File: src/rtl/snPkg.sv
package snPkg;
  parameter int SN_BYTES  = 8;
  parameter int SN_BYTE_W = 8;
  localparam int SN_IDX_W = $clog2(SN_BYTES);

  localparam logic [SN_BYTE_W-1:0] OP_SET_WEN = 8'h06;
  localparam logic [SN_BYTE_W-1:0] OP_CLR_WEN = 8'h04;
  localparam logic [SN_BYTE_W-1:0] OP_WR_SN   = 8'hC2;
  localparam logic [SN_BYTE_W-1:0] OP_WR_STAT = 8'h01;
  localparam logic [SN_BYTE_W-1:0] OP_SAVE    = 8'h3C;

  typedef enum logic [2:0] {
    PH_IDLE, PH_OPCODE, PH_SNDATA, PH_STATDATA, PH_HOLD
  } phaseT;

  typedef enum logic [1:0] {
    PD_NONE, PD_SETWEN, PD_CLRWEN, PD_SAVE
  } pendT;

  typedef struct packed {
    logic                 setWen;
    logic                 clrWen;
    logic                 wrByte;
    logic [SN_IDX_W-1:0]  wrIdx;
    logic [SN_BYTE_W-1:0] wrData;
    logic                 setLock;
    logic                 save;
    logic                 reload;
    logic                 saveFirst;
  } snStrobeT;
endpackage

File: src/rtl/snCtrl.sv
module snCtrl
  import snPkg::*;
#(
  parameter int LOCK_BIT = 6
) (
  input  logic                 clk,
  input  logic                 rstN,
  input  logic                 csN,
  input  logic                 rxValid,
  input  logic [SN_BYTE_W-1:0] rxByte,
  input  logic                 powerCycle,
  input  logic                 autoStoreEn,
  input  logic                 wenNow,
  input  logic                 lockNow,
  output snStrobeT             strobe
);
  logic                csPrev;
  logic                csFall;
  logic                csRise;
  phaseT               phase, phaseNxt, curPh;
  pendT                pend, pendNxt;
  logic [SN_IDX_W-1:0] idx, idxNxt;

  assign csFall = csPrev & ~csN;
  assign csRise = ~csPrev & csN;

  always_ff @(posedge clk) begin
    if (!rstN) begin
      csPrev <= 1'b1;
      phase  <= PH_IDLE;
      pend   <= PD_NONE;
      idx    <= '0;
    end else begin
      csPrev <= csN;
      phase  <= phaseNxt;
      pend   <= pendNxt;
      idx    <= idxNxt;
    end
  end

  always_comb begin
    strobe   = '0;
    phaseNxt = phase;
    pendNxt  = pend;
    idxNxt   = idx;
    curPh    = csFall ? PH_OPCODE : phase;
    if (powerCycle) begin
      strobe.reload    = 1'b1;
      strobe.saveFirst = autoStoreEn;
      phaseNxt         = PH_IDLE;
      pendNxt          = PD_NONE;
    end else if (csRise) begin
      unique case (pend)
        PD_SETWEN: strobe.setWen = 1'b1;
        PD_CLRWEN: strobe.clrWen = 1'b1;
        PD_SAVE:   strobe.save   = 1'b1;
        default:   ;
      endcase
      phaseNxt = PH_IDLE;
      pendNxt  = PD_NONE;
    end else if (!csN) begin
      phaseNxt = curPh;
      if (csFall) pendNxt = PD_NONE;
      if (rxValid) begin
        unique case (curPh)
          PH_OPCODE: begin
            phaseNxt = PH_HOLD;
            case (rxByte)
              OP_SET_WEN: pendNxt = PD_SETWEN;
              OP_CLR_WEN: pendNxt = PD_CLRWEN;
              OP_SAVE:    pendNxt = PD_SAVE;
              OP_WR_SN: begin
                if (wenNow) begin
                  phaseNxt = PH_SNDATA;
                  pendNxt  = PD_CLRWEN;
                  idxNxt   = '0;
                end
              end
              OP_WR_STAT: begin
                if (wenNow) begin
                  phaseNxt = PH_STATDATA;
                  pendNxt  = PD_CLRWEN;
                end
              end
              default: ;
            endcase
          end
          PH_SNDATA: begin
            strobe.wrByte = ~lockNow;
            strobe.wrIdx  = idx;
            strobe.wrData = rxByte;
            idxNxt        = idx + 1'b1;
          end
          PH_STATDATA: begin
            strobe.setLock = rxByte[LOCK_BIT];
            phaseNxt       = PH_HOLD;
          end
          default: ;
        endcase
      end
    end
  end
endmodule

File: src/rtl/snDatapath.sv
module snDatapath
  import snPkg::*;
(
  input  logic                          clk,
  input  logic                          rstN,
  input  snStrobeT                      strobe,
  input  logic [SN_IDX_W-1:0]           rdAddr,
  output logic [SN_BYTE_W-1:0]          rdData,
  output logic                          lockVol,
  output logic                          lockSaved,
  output logic                          wen,
  output logic [SN_BYTES*SN_BYTE_W-1:0] volFlat
);
  logic [SN_BYTE_W-1:0] volMem [SN_BYTES];
  logic [SN_BYTE_W-1:0] savMem [SN_BYTES];

  always_ff @(posedge clk) begin
    if (!rstN) begin
      lockVol   <= 1'b0;
      lockSaved <= 1'b0;
      wen       <= 1'b0;
    end else if (strobe.reload) begin
      wen <= 1'b0;
      if (strobe.saveFirst) lockSaved <= lockSaved | lockVol;
      else                  lockVol   <= lockSaved;
    end else begin
      if (strobe.setWen)      wen <= 1'b1;
      else if (strobe.clrWen) wen <= 1'b0;
      if (strobe.setLock) lockVol   <= 1'b1;
      if (strobe.save)    lockSaved <= lockSaved | lockVol;
    end
  end

  for (genvar g = 0; g < SN_BYTES; g++) begin : gByte
    always_ff @(posedge clk) begin
      if (!rstN) begin
        volMem[g] <= '0;
        savMem[g] <= '0;
      end else if (strobe.reload) begin
        if (strobe.saveFirst) savMem[g] <= volMem[g];
        else                  volMem[g] <= savMem[g];
      end else begin
        if (strobe.wrByte && strobe.wrIdx == SN_IDX_W'(g)) volMem[g] <= strobe.wrData;
        if (strobe.save) savMem[g] <= volMem[g];
      end
    end
    assign volFlat[g*SN_BYTE_W +: SN_BYTE_W] = volMem[g];
  end

  assign rdData = volMem[rdAddr];
endmodule

File: src/rtl/snBank.sv
module snBank
  import snPkg::*;
#(
  parameter int LOCK_BIT = 6
) (
  input  logic                 clk,
  input  logic                 rstN,
  input  logic                 csN,
  input  logic                 rxValid,
  input  logic [SN_BYTE_W-1:0] rxByte,
  input  logic                 powerCycle,
  input  logic                 autoStoreEn,
  input  logic [SN_IDX_W-1:0]  rdAddr,
  output logic [SN_BYTE_W-1:0] rdData,
  output logic                 lockOut,
  output logic                 wenOut
);
  snStrobeT                      strobe;
  logic                          lockSaved;
  logic [SN_BYTES*SN_BYTE_W-1:0] volFlat;

  snCtrl #(.LOCK_BIT(LOCK_BIT)) ctrlI (
    .clk(clk), .rstN(rstN), .csN(csN), .rxValid(rxValid), .rxByte(rxByte),
    .powerCycle(powerCycle), .autoStoreEn(autoStoreEn),
    .wenNow(wenOut), .lockNow(lockOut), .strobe(strobe)
  );

  snDatapath dpI (
    .clk(clk), .rstN(rstN), .strobe(strobe), .rdAddr(rdAddr), .rdData(rdData),
    .lockVol(lockOut), .lockSaved(lockSaved), .wen(wenOut), .volFlat(volFlat)
  );
endmodule

File: config.mk
export PLATFORM = sky130hd
export DESIGN_NAME = snBank
export DESIGN_NICKNAME = d
export VERILOG_FILES = /design/src/rtl/snPkg.sv /design/src/rtl/snCtrl.sv /design/src/rtl/snDatapath.sv /design/src/rtl/snBank.sv
export SDC_FILE = /design/constraint.sdc
export NUM_CORES = 1
export LEC_CHECK = 0
export ABC_AREA = 1
export ABC_CLOCK_PERIOD_IN_PS = 2800
export BUFFER_PORTS_ARGS = -buffer_cell sky130_fd_sc_hd__buf_2
export CAP_MARGIN = 5
export CORE_MARGIN = 1.5
export CORE_UTILIZATION = 55
export CTS_CLUSTER_SIZE = 30
export DETAILED_ROUTE_END_ITERATION = 16
export PLACE_DENSITY_LB_ADDON = 0.2
export SLEW_MARGIN = 20
export SYNTH_ARGS = -nofsm -noshare
export SYNTH_HDL_FRONTEND = slang
export SYNTH_SLANG_ARGS = --single-unit
File: constraint.sdc
create_clock -name clk -period 2.8 [get_ports clk]
set_input_delay 0.42 -clock clk [delete_from_list [all_inputs] [get_ports clk]]
set_output_delay 0.42 -clock clk [all_outputs]
set_load 0.01 [all_outputs]
==> summary.txt <==
status = finished with violations
violated checks = design-rule violations
Via-to-Cell Ratio = 5.859
RSZ-0062 raised after global routing = no
sequential-to-total area share from yosys stat = 0.6208
later-pin clock latency in the skew report = 0.44 ns
Most Frequent Cell on Critical Path = buf_2
flip-flop and latch area = 4084 sq um
Design Power = 4.918 mW
initial DRC count = 524
CP Launch Type = primary input
WP data required = 2.38 ns
Area Overhead vs Synth = 12.34%
synth warn = 0
Worst slew margin = 0.4727
H-tree levels = 4
crit path cell chain = buf_2 > inv_1 > a21oi_1 > o21ai_0 > a31oi_1 > buf_2
Setup crit end kind = output port
CTS clk-pin slew, worst paths = 0.06 ns
delay-heaviest family, CP = buffers and inverters
core area = 11560 sq um
Routed Antenna Nets = 0
drc violations = 1
post-synth net total = 700
Area contributors post-synth = edfxtp_1 58%, nand3_1 6.6%, inv_1 5.6%, nor2_1 5.1%, o21ai_1 4.9%
ANT cells = 0
Remaining Overflow, GRT = 0
Die Area = 12630 sq um
Buffers & Inverters on Critical Path = 3
Final Hold Fails = 0
CTS Buffer Depth = 2
post-cts resize count = 0
commonest non-fill, non-tap cell in the layout = edfxtp_1
area share of the largest cell type after synthesis = 0.5843
gpl congestion = 0.8537
Final Slew Violations = 0
DP Cell Count = 826
# hold bufs at CTS = 0
FILL cells = 924
Max Cap Violations = 0
fmax = 412.1 MHz
crit path time final = 2.426 ns
cell type with the largest total area after synthesis = edfxtp_1
Crit Path Category = in -> out
CTS Buf Count = 17
wire length of the first global-routing pass = 25640 um
Final Cycle Share = 0.8666
worst hold path class = in -> reg
vias post-DR = 5027
GRT Total Usage = 0.2721
final core utilization = 0.6391
Yosys cell types = 29
worst-path maximum fanout = 24
share of layout cells above drive strength 1 = 0.1203
vias in the first global route = 4820
CP peak stage delay = 0.38 ns
CTS Sinks = 140
antenna violations before repair = 0
setup_tns = 0 ns
critical path's slowest cell = inv_1
actual slew at the worst max-slew pin = 0.7909 ns
Die W = 112.4 um
clock root buffer master = clkbuf_16
Final Non-Filler Cells = 858
pin count of the biggest net entering global routing = 69
Starting Density = 0.5689
peak supply drop = 0.6438 mV
area of the mapped netlist = 6579 sq um
post-CTS setup repair buffer count = 0
WHS = 0.3150 ns
most frequent cells in the layout = 128 x edfxtp_1, 98 x inv_1, 88 x nor2_1
Mapped Avg Cell Area = 9.646 sq um
nets = 720
IO Count = 27
number of port buffers = 26
First-pass DRT Iterations = 13
endpoints failing setup = 0
Cell Rows = 39
multi-input logic area = 1999 sq um
wire per inst = 19.05 um
clock skew = 0.01790 ns
Arr. time, crit path = 2.01 ns
CTS tree = built
flops & latches, synth = 140
Static Leak = 2.810 nW
Post-Route WL = 16350 um
die extent in y = 112.4 um
Cells after Synth = 682
hpwl dp = 10540 um
PwrDens = 665.4 nW/um^2
==> power by group <==
group	internal (mW)	switching [mW]
logic	0.0913	0.263
clock network	1.22	0.893
registers	2.41	0.0434
==> stage by stage <==
stage	worst slack, ns	instance area (sq um)
finish	0.3736	7391
global route	0.2673	7391
CTS	0.4474	7391
detailed placement	0.4018	6839
global placement	0.4930	6839
floorplan	0.3339	6581
==> cells in the mapped netlist <==
library cell	count
o21ai_1	65
nor2_2	1
nand2_2	10
inv_1	98
ha_1	1
dfxtp_1	12
buf_2	5
o22ai_1	1
nor2_4	2
nor4_2	1
xor2_1	1
nand4_1	3
o211ai_1	2
a21oi_1	35
nand3_2	1
edfxtp_1	128
inv_2	3
nand2_1	58
buf_4	1
buf_1	4
nand3_1	87
nand4_4	1
clkbuf_1	24
o21ai_0	28
o41ai_1	1
nor2_1	89
a221oi_1	9
a31oi_1	9
nor3_1	2
==> cell type report <==
class,count,share of cell area
multi-input combinational,407,0.2705
tap,143,0.02421
clock buffer,18,0.05807
clock inverter,14,0.01659
sequential,140,0.5526
timing repair buffer,35,0.02675
inverter,101,0.05130
==> registers in the layout (all words and copies together) (netlist names) <==
register / count
dpI.wen: 1
dpI.volMem: 64
ctrlI.idx: 3
ctrlI.csPrev: 1
dpI.lockVol: 1
dpI.lockSaved: 1
ctrlI.pend: 2
ctrlI.phase: 3
dpI.savMem: 64
==> logic make-up (layout without fill, tap and decap cells) <==
| logic type | count (synthesis) | count (layout) | synth area share |
|---|---|---|---|
| buffers and inverters | 135 | 168 | 0.07855 |
| and+or+nand+nor | 255 | 255 | 0.1750 |
| DFF | 140 | 140 | 0.6208 |
| AOI/OAI and AO/OA | 150 | 150 | 0.1225 |
| adders and majority gates | 1 | 1 | 0.001902 |
| xor gates and xnor gates | 1 | 1 | 0.001332 |
==> tightest hold or removal path: stages <==
cell	delay, ns
buf_2	0.15
inv_2	0.08
nand2_1	0.06
==> routing by layer <==
| layer | vias up | share of wire | GRT usage |
|---|---|---|---|
| met5 | - | 0 | 0 |
| met4 | 0 | 0.022 | 0.1063 |
| met3 | 26 | 0.092 | 0.06803 |
| met2 | 240 | 0.47 | 0.4274 |
| met1 | 2363 | 0.42 | 0.3685 |
| li1 | 2398 | - | - |
==> final timing paths <==
kind                      start                to  slack [ns]  depth (start not counted)
hold / removal              csN      ctrlI.csPrev        0.32                          3
hold reg to reg   dpI.lockSaved     dpI.lockSaved        0.51                          2
setup reg to reg   ctrlI.csPrev  dpI.volMem[2][7]        0.68                          9
setup / recovery      rdAddr[0]         rdData[2]        0.37                          6
No activity file was read; power rests on OpenSTA's default activity.
